==> config.mk <==
export PLATFORM = sky130hd
export DESIGN_NAME = burst_pattern_gen
export DESIGN_NICKNAME = d
export VERILOG_FILES = /design/src/rtl/pbg_pkg.sv /design/src/rtl/pbg_lfsr.sv /design/src/rtl/pbg_counter.sv /design/src/rtl/burst_pattern_gen.sv
export SDC_FILE = /design/constraint.sdc
export NUM_CORES = 1
export LEC_CHECK = 0
export BUFFER_PORTS_ARGS = -buffer_cell sky130_fd_sc_hd__buf_2
export CELL_PAD_IN_SITES_DETAIL_PLACEMENT = 1
export CELL_PAD_IN_SITES_GLOBAL_PLACEMENT = 1
export CORE_ASPECT_RATIO = 0.5
export CORE_UTILIZATION = 44
export DETAILED_ROUTE_END_ITERATION = 6
export PLACE_DENSITY = 0.88
export SLEW_MARGIN = 20
export SYNTH_ARGS = -nofsm -noshare
export SYNTH_HDL_FRONTEND = slang
export SYNTH_SLANG_ARGS = --single-unit
==> constraint.sdc <==
create_clock -name clk -period 6.7 [get_ports clk]
set_input_delay 2.01 -clock clk [delete_from_list [all_inputs] [get_ports clk]]
set_output_delay 2.01 -clock clk [all_outputs]
set_load 0.01 [all_outputs]
==> src/rtl/pbg_pkg.sv <==
package pbg_pkg;
    typedef enum logic [1:0] {
        ST_IDLE = 2'd0,
        ST_SEND = 2'd1,
        ST_GAP  = 2'd2,
        ST_DONE = 2'd3
    } pbg_state_e;

    localparam logic [15:0] PBG_SEED = 16'hACE1;
    localparam logic [15:0] PBG_TAPS = 16'hB400;
endpackage

==> src/rtl/pbg_lfsr.sv <==
module pbg_lfsr #(
    parameter int          W    = 16,
    parameter logic [W-1:0] SEED = '1,
    parameter logic [W-1:0] TAPS = '1
) (
    input  logic         clk,
    input  logic         rst_n,
    input  logic         step,
    output logic [W-1:0] q
);
    logic fb;

    always_comb fb = ^(q & TAPS);

    always_ff @(posedge clk) begin
        if (!rst_n)    q <= SEED;
        else if (step) q <= {q[W-2:0], fb};
    end
endmodule

==> src/rtl/pbg_counter.sv <==
module pbg_counter #(
    parameter int W = 8
) (
    input  logic         clk,
    input  logic         rst_n,
    input  logic         clr,
    input  logic         inc,
    output logic [W-1:0] q
);
    always_ff @(posedge clk) begin
        if (!rst_n || clr) q <= '0;
        else if (inc)      q <= q + 1'b1;
    end
endmodule

==> src/rtl/burst_pattern_gen.sv <==
module burst_pattern_gen
    import pbg_pkg::*;
#(
    parameter int DATA_W  = 16,
    parameter int COUNT_W = 9,
    parameter int GAP_W   = 16
) (
    input  logic               clk,
    input  logic               rst_n,
    input  logic               run_en,
    input  logic [COUNT_W-1:0] pkt_count,
    input  logic [COUNT_W-1:0] pkt_words,
    input  logic [GAP_W-1:0]   gap_ticks,
    input  logic               slow_tick,
    input  logic               out_ready,
    output logic               out_valid,
    output logic [DATA_W-1:0]  out_data,
    output logic               out_last,
    output logic               done
);
    localparam int EXT_W = COUNT_W + 1;

    pbg_state_e st, nxt;

    logic               word_clr, word_inc, pkt_clr, pkt_inc, gap_clr, gap_inc;
    logic [COUNT_W-1:0] word_q, pkt_q;
    logic [GAP_W-1:0]   gap_q;
    logic               word_last, pkt_last, cfg_empty, accept;

    pbg_lfsr #(.W(DATA_W), .SEED(PBG_SEED[DATA_W-1:0]), .TAPS(PBG_TAPS[DATA_W-1:0])) u_lfsr (
        .clk(clk), .rst_n(rst_n), .step(accept), .q(out_data)
    );

    pbg_counter #(.W(COUNT_W)) u_word_cnt (
        .clk(clk), .rst_n(rst_n), .clr(word_clr), .inc(word_inc), .q(word_q)
    );
    pbg_counter #(.W(COUNT_W)) u_pkt_cnt (
        .clk(clk), .rst_n(rst_n), .clr(pkt_clr), .inc(pkt_inc), .q(pkt_q)
    );
    pbg_counter #(.W(GAP_W)) u_gap_cnt (
        .clk(clk), .rst_n(rst_n), .clr(gap_clr), .inc(gap_inc), .q(gap_q)
    );

    always_comb begin
        word_last = ({1'b0, word_q} + EXT_W'(1)) == {1'b0, pkt_words};
        pkt_last  = ({1'b0, pkt_q} + EXT_W'(1)) == {1'b0, pkt_count};
        cfg_empty = (pkt_count == '0) || (pkt_words == '0);
        accept    = (st == ST_SEND) && out_ready;
    end

    // state register
    always_ff @(posedge clk) begin
        if (!rst_n) st <= ST_IDLE;
        else        st <= nxt;
    end

    // next state and counter controls
    always_comb begin
        nxt      = st;
        word_clr = 1'b0;
        word_inc = 1'b0;
        pkt_clr  = 1'b0;
        pkt_inc  = 1'b0;
        gap_clr  = 1'b0;
        gap_inc  = 1'b0;
        unique case (st)
            ST_IDLE: begin
                word_clr = 1'b1;
                pkt_clr  = 1'b1;
                gap_clr  = 1'b1;
                if (run_en) nxt = cfg_empty ? ST_DONE : ST_SEND;
            end
            ST_SEND: begin
                if (accept) begin
                    if (!run_en) begin
                        nxt = ST_IDLE;
                    end else if (word_last) begin
                        word_clr = 1'b1;
                        if (pkt_last) begin
                            nxt = ST_DONE;
                        end else begin
                            pkt_inc = 1'b1;
                            gap_clr = 1'b1;
                            nxt     = ST_GAP;
                        end
                    end else begin
                        word_inc = 1'b1;
                    end
                end
            end
            ST_GAP: begin
                if (!run_en)                 nxt = ST_IDLE;
                else if (gap_q == gap_ticks) nxt = ST_SEND;
                else if (slow_tick)          gap_inc = 1'b1;
            end
            ST_DONE: begin
                if (!run_en) nxt = ST_IDLE;
            end
            default: nxt = ST_IDLE;
        endcase
    end

    // outputs
    always_comb begin
        out_valid = (st == ST_SEND);
        out_last  = (st == ST_SEND) && word_last;
        done      = (st == ST_DONE);
    end
endmodule

==> results of run 1 <==
==> sequential cells by signal (all words and copies together) (netlist names) <==
register and cells:
st 2, u_lfsr.q 16, u_gap_cnt.q 16, u_word_cnt.q 9
u_pkt_cnt.q 9
==> where the power goes <==
part           switching [mW]  internal (mW)
combinational          0.0684         0.0463
sequential             0.0161          0.320
clock                   0.120          0.176
==> Yosys cell counts, types with 2 or more instances <==
| cell | number | share of area |
|---|---|---|
| a31oi_1 | 3 | 0.0058 |
| o211ai_1 | 5 | 0.012 |
| mux2i_1 | 4 | 0.012 |
| a21boi_0 | 9 | 0.021 |
| nand2_1 | 61 | 0.071 |
| and3_1 | 8 | 0.015 |
| nand3_1 | 27 | 0.042 |
| o21ai_0 | 9 | 0.014 |
| nor3b_1 | 4 | 0.0093 |
| and4_1 | 5 | 0.014 |
| nor4_1 | 6 | 0.012 |
| a21oi_1 | 25 | 0.039 |
| nor4b_1 | 2 | 0.0054 |
| xor2_1 | 13 | 0.035 |
| dfxtp_1 | 52 | 0.32 |
| a211oi_1 | 2 | 0.0046 |
| buf_2 | 6 | 0.0093 |
| nand2b_1 | 7 | 0.014 |
| or4_1 | 8 | 0.019 |
| clkbuf_1 | 15 | 0.017 |
| nand4b_1 | 2 | 0.0054 |
| nor2b_1 | 4 | 0.0077 |
| o21a_1 | 3 | 0.0070 |
| o2111ai_1 | 2 | 0.0054 |
| xnor2_1 | 35 | 0.095 |
| nand4_1 | 10 | 0.019 |
| nor2_1 | 21 | 0.024 |
| ha_1 | 3 | 0.012 |
| inv_1 | 4 | 0.0046 |
| buf_6 | 3 | 0.010 |
| nor3_1 | 7 | 0.011 |
| o22ai_1 | 8 | 0.015 |
| or3_1 | 9 | 0.017 |
| o31ai_1 | 4 | 0.0093 |
| nor4_2 | 3 | 0.012 |
==> worst min-delay path: stages (launching register included) <==
cell,delay (ps)
dfxtp_1,320
nand2_1,50
a21boi_0,60
==> logic make-up (layout without fill, tap and decap cells) <==
| logic type | count (synthesis) | count (layout) | synth area share |
|---|---|---|---|
| AO/OA/AOI/OAI | 79 | 79 | 0.166 |
| XOR/XNOR | 48 | 48 | 0.130 |
| adder cells (fa/ha/maj) | 3 | 3 | 0.0116 |
| buffers and inverters | 30 | 71 | 0.0452 |
| flip-flops | 52 | 52 | 0.321 |
| multiplexers | 4 | 4 | 0.0124 |
| AND/OR/NAND/NOR | 190 | 190 | 0.314 |
==> final timing paths <==
path,slack [ps],end,startpoint
min reg2reg,480,u_lfsr.q[9]$_SDFFE_PN0P_,u_lfsr.q[9]$_SDFFE_PN0P_
max,780,out_last,pkt_words[7]
min,480,u_lfsr.q[9]$_SDFFE_PN0P_,u_lfsr.q[9]$_SDFFE_PN0P_
max reg2reg,3350,u_gap_cnt.q[0]$_SDFFE_PP0P_,u_word_cnt.q[0]$_SDFFE_PP0P_
==> per-stage QoR <==
step	hold slack, ps	worst slack [ps]	total power, mW	instances
after floorplan	464	1120	0.414	406
after global routing	521	604	0.781	539
after global placement	469	922	0.453	531
after detailed placement	479	827	0.458	531
after CTS	490	772	0.753	539
final	485	778	0.747	539
==> cell type report <==
cell class	count	share of cell area
well taps	92	0.0312
multi-input cells	324	0.556
clock buffers	5	0.0339
flip-flops and latches	52	0.282
clock inverters	3	0.0115
repair buffers	59	0.0813
inverters	4	0.00407
==> per-layer routing <==
metal | routed length, microns | part of all wire | GRT usage | up-vias
met4 | 108 | 0.012 | 0.0542 | 0
li1 | - | - | - | 1551
met2 | 4180 | 0.46 | 0.414 | 72
met3 | 389 | 0.043 | 0.0657 | 11
met5 | 0 | 0 | 0 | -
met1 | 4460 | 0.49 | 0.327 | 1534
==> metrics, run 1 <==
status finished, final reports clean; most common cell after layout, fill and taps aside nand2_1; filler cell count 901; die width 123 microns; clock latency at the later pin of the worst-skew pair 300 ps; CTS root buffer clkbuf_16; vias in the first global route 3164; CTS tree built; Num Clock Sinks 52; Starting Density 0.471; power per cell area 202 nW/um^2; Cell Chain, Critical Path buf_2 > xor2_1 > nor3b_1 > o22ai_1 > or4_1 > nor3b_1 > buf_2; clock skew 3.98 ps; buffer depth of the longest clock path 2; # IOs 58; footprint of the multi-input gates 2050 sq um; commonest cells after routing, fill and taps aside nand2_1 (61), buf_2 (57), dfxtp_1 (52), xnor2_1 (35), nand3_1 (27); first-pass GRT wire length 15200 microns; largest net degree at the start of global routing 22; final setup TNS 0 ps; CP Buf/Inv Count 2; total die area 7730 sq um; worst endpoint required time 4690 ps; Layout area overhead 14.0%; detailed-route via count 3168; Gate Count Post-Synth 406; Synthesized Nets 448; MaxCap Viol Count 0; HP Class reg2reg; cell row count 21; hold buffer count at CTS 0; hold depth 2; Final ANT Viol Nets 0; critical path arrival 3910 ps; final setup violation count 0; Worst-path clk slew 70 ps; final hold vios 0; top fanout value on the critical path 13; Die H 62.7 microns; IO Port Bufs 57; # diodes 0; worst slew pin tran 1040 ps; final instance area 3690 sq um; Crit Path Class in2out; register area 1040 sq um; fin crit share 0.884; Synth cell types 52; Max IR drop VDD 0.000104 V; # Post-CTS Setup Buffers 0; wire per inst 17.0 microns; RSZ-0062 raised after global routing false; CP top delay family simple AND/OR/NAND/NOR gates; Cell Area, Placed 3520 sq um; Tmin final 5920 ps; DRC 0; Worst Setup End Kind output port; Largest stage delay, worst path 720 ps; core area 6880 sq um; layout cells sized above 1 0.168; Post-synth EDFFs 0; Slew Viols, Final 0; element type at the critical path start input port; Critical-path top delay cell or4_1; number of gates resized after CTS 0; Cell Area, Synth 3240 sq um; dpl hpwl 6550 microns; Post-synth ARST share 0; Final Net Count 488; htree depth 2; FF+latch count, synth 52; Levels on crit path 7; Synth Warn # 0; Top FF cell, synth dfxtp_1; GP Congestion 0.816; Syn Area/Cell 7.98 sq um; initial antenna violation count 0; Overall Global Routing Usage 0.251; gr ovfl total 0; leakage 1.24 nW; CTS Buf Count 5; Relative slew margins 0.306; DRT iter0 DRCs 142; Routed WL 9140 microns; first-pass iteration count of the detailed router 4; fmax 0.169 GHz; reg2reg path depth 7; sequential-to-total area share from yosys stat 0.321; vias per cell 5.88; utilization after layout 0.537
Power figures use the tool's default switching activity.
==> run 2, diff against run 1 <==
--- a/config.mk
+++ b/config.mk
@@ -5,13 +5,15 @@
 export SDC_FILE = /design/constraint.sdc
 export NUM_CORES = 1
 export LEC_CHECK = 0
+export ABC_AREA = 1
+export ABC_CLOCK_PERIOD_IN_PS = 6700
 export BUFFER_PORTS_ARGS = -buffer_cell sky130_fd_sc_hd__buf_2
 export CELL_PAD_IN_SITES_DETAIL_PLACEMENT = 1
 export CELL_PAD_IN_SITES_GLOBAL_PLACEMENT = 1
 export CORE_ASPECT_RATIO = 0.5
-export CORE_UTILIZATION = 44
+export CORE_UTILIZATION = 42
 export DETAILED_ROUTE_END_ITERATION = 6
-export PLACE_DENSITY = 0.88
+export PLACE_DENSITY = 0.89
 export SLEW_MARGIN = 20
 export SYNTH_ARGS = -nofsm -noshare
 export SYNTH_HDL_FRONTEND = slang
==> metrics, run 2 <==
launch point of the worst reg-to-reg path st[0]$_SDFFE_PN0P_; clock skew 13.7 ps; Die H 66.4 microns; RSZ-0062 raised after global routing false; top cell type by total area after synthesis dfxtp_1; commonest cells after routing, fill and taps aside nand2_1 (177), inv_1 (78), nor2_1 (78), buf_2 (57), dfxtp_1 (52); number of gates resized after CTS 0; Synth area leaders dfxtp_1 (30%), nand2_1 (19%), inv_1 (8.4%); CTS tree built; status finished, final reports clean; Tmin final 5220 ps; Pwr Total 0.822 mW; Syn Area/Cell 6.07 sq um; Synth Warn # 0; detailed-route via count 3757; Slew Viols, Final 0; GP Congestion 0.818; Overall Global Routing Usage 0.243; initial antenna violation count 0; fin crit share 0.778; IO Port Bufs 57; filler cell count 1148; Max IR drop VDD 0.000114 V; flop2flop setup slack 4110 ps; element type at the critical path start input port; hold buffer count at CTS 0; Final ANT Viol Nets 0; die width 131 microns; # diodes 0; DRC 0; hold depth 2; largest net degree at the start of global routing 28; Starting Density 0.434; layout cells sized above 1 0.127; Post-synth top cells nand2_1 (177), inv_1 (78), nor2_1 (78); core area 8030 sq um; Layout area overhead 15.0%; CTS Buf Count 5; worst slew pin tran 831 ps; htree depth 2; Worst Setup End Kind output port; cell row count 23; Post-synth ARST share 0; final setup TNS 0 ps; final setup violation count 0; worst endpoint required time 4690 ps; critical path arrival 3210 ps; Top FF cell, synth dfxtp_1; total die area 8680 sq um; vias in the first global route 3624; Routed WL 10100 microns; DRT iter0 DRCs 114; wire per inst 13.5 microns; final hold vios 0; # Post-CTS Setup Buffers 0; WHS Endpoint u_lfsr.q[9]$_SDFFE_PN0P_; Gate Count Post-Synth 574; Num Clock Sinks 52; dpl hpwl 7840 microns; Relative slew margins 0.445; clock latency at the later pin of the worst-skew pair 300 ps; MaxCap Viol Count 0; Post-synth EDFFs 0; most common cell after layout, fill and taps aside nand2_1; CTS root buffer clkbuf_16; gr ovfl total 0; FF+latch count, synth 52; first-pass iteration count of the detailed router 4; first-pass GRT wire length 16500 microns; CP Launch Point pkt_words[1]; power per cell area 205 nW/um^2; reg2reg path depth 7; Final Net Count 672; top-count cell post-synth nand2_1; register area 1040 sq um; largest registers u_gap_cnt.q x16, u_lfsr.q x16; vias per cell 5.06; HP Class reg2reg; leakage 1.67 nW; fmax 0.192 GHz; Yosys top cell area share 0.299; Crit Path Class in2out; Synth cell types 32; top fanout value on the critical path 3; sequential-to-total area share from yosys stat 0.299; Synthesized Nets 616; footprint of the multi-input gates 2090 sq um; Hold Startpoint u_lfsr.q[9]$_SDFFE_PN0P_; R2R Path End u_word_cnt.q[3]$_SDFFE_PP0P_; Cell Area, Synth 3480 sq um; # IOs 58; buffer depth of the longest clock path 2; Worst-path clk slew 70 ps
-- run 2: cell count changes in the layout (fill, tap and decap cells not counted), moves of 9 or more --
| cell | previous run | this run |
|---|---|---|
| nand2_1 | 61 | 177 |
| nand3_1 | 27 | 45 |
| inv_1 | 4 | 78 |
| xnor2_1 | 35 | 14 |
| or3_1 | 9 | 0 |
| nor2_1 | 20 | 78 |
| o21ai_0 | 9 | 24 |
-- run 2: cells by family after synthesis --
| family | count (synthesis) | synth area share |
|---|---|---|
| compound gates | 60 | 0.0923 |
| xor+xnor | 32 | 0.0805 |
| flops | 52 | 0.299 |
| fa+ha+maj | 3 | 0.0108 |
| simple gates | 339 | 0.418 |
| buf+inv | 88 | 0.0999 |
-- run 2: critical path, stage by stage --
cell     delay [ps]
buf_2           100
inv_1            40
nand2_1          50
nand2_1          50
nor2_1          120
nand2_1          60
nor2_1          160
nand2_1          70
nor2_1           90
nand4_1         170
nor2_1          140
buf_2           140
-- run 2: report_power, final --
part | switching [mW] | internal [mW] | total, mW
Combinational | 0.137 | 0.0688 | 0.206
Clock | 0.124 | 0.140 | 0.263
Sequential | 0.0202 | 0.332 | 0.352
-- run 2: per-stage QoR --
step | worst slack, ps | instance area [sq um] | hold WS (ps) | std cells | util
final | 1480 | 4010 | 477 | 743 | 0.499
after global routing | 1300 | 4010 | 508 | 743 | 0.499
after global placement | 1580 | 3860 | 460 | 735 | 0.481
after detailed placement | 1500 | 3860 | 472 | 735 | 0.481
after CTS | 1500 | 4010 | 483 | 743 | 0.499
after floorplan | 1870 | 3480 | 471 | 574 | -
-- run 2: layer usage --
metal  up-vias  track usage  wire length [microns]
met5         -            0                      0
li1       1918            -                      -
met4         0       0.0445                     72
met2        36        0.444                   5080
met3        11       0.0453                    216
met1      1792        0.299                   4700
-- run 2: how the worst max path moves through the flow --
stage / end / slack, ps / depth (start not counted)
after floorplan: out_last / 1870 / 10
after global placement: out_last / 1580 / 12
after detailed placement: out_last / 1500 / 12
after CTS: out_last / 1500 / 12
after global routing: out_last / 1300 / 12
final: out_last / 1480 / 12
-- run 2: cell type report --
type / count / share of cell area
Timing Repair Buffer: 57 / 0.0712
Inverter: 80 / 0.0750
Sequential cell: 52 / 0.260
Clock buffer: 6 / 0.0322
Multi-Input combinational cell: 434 / 0.523
Tap cell: 112 / 0.0350
Clock inverter: 2 / 0.00406
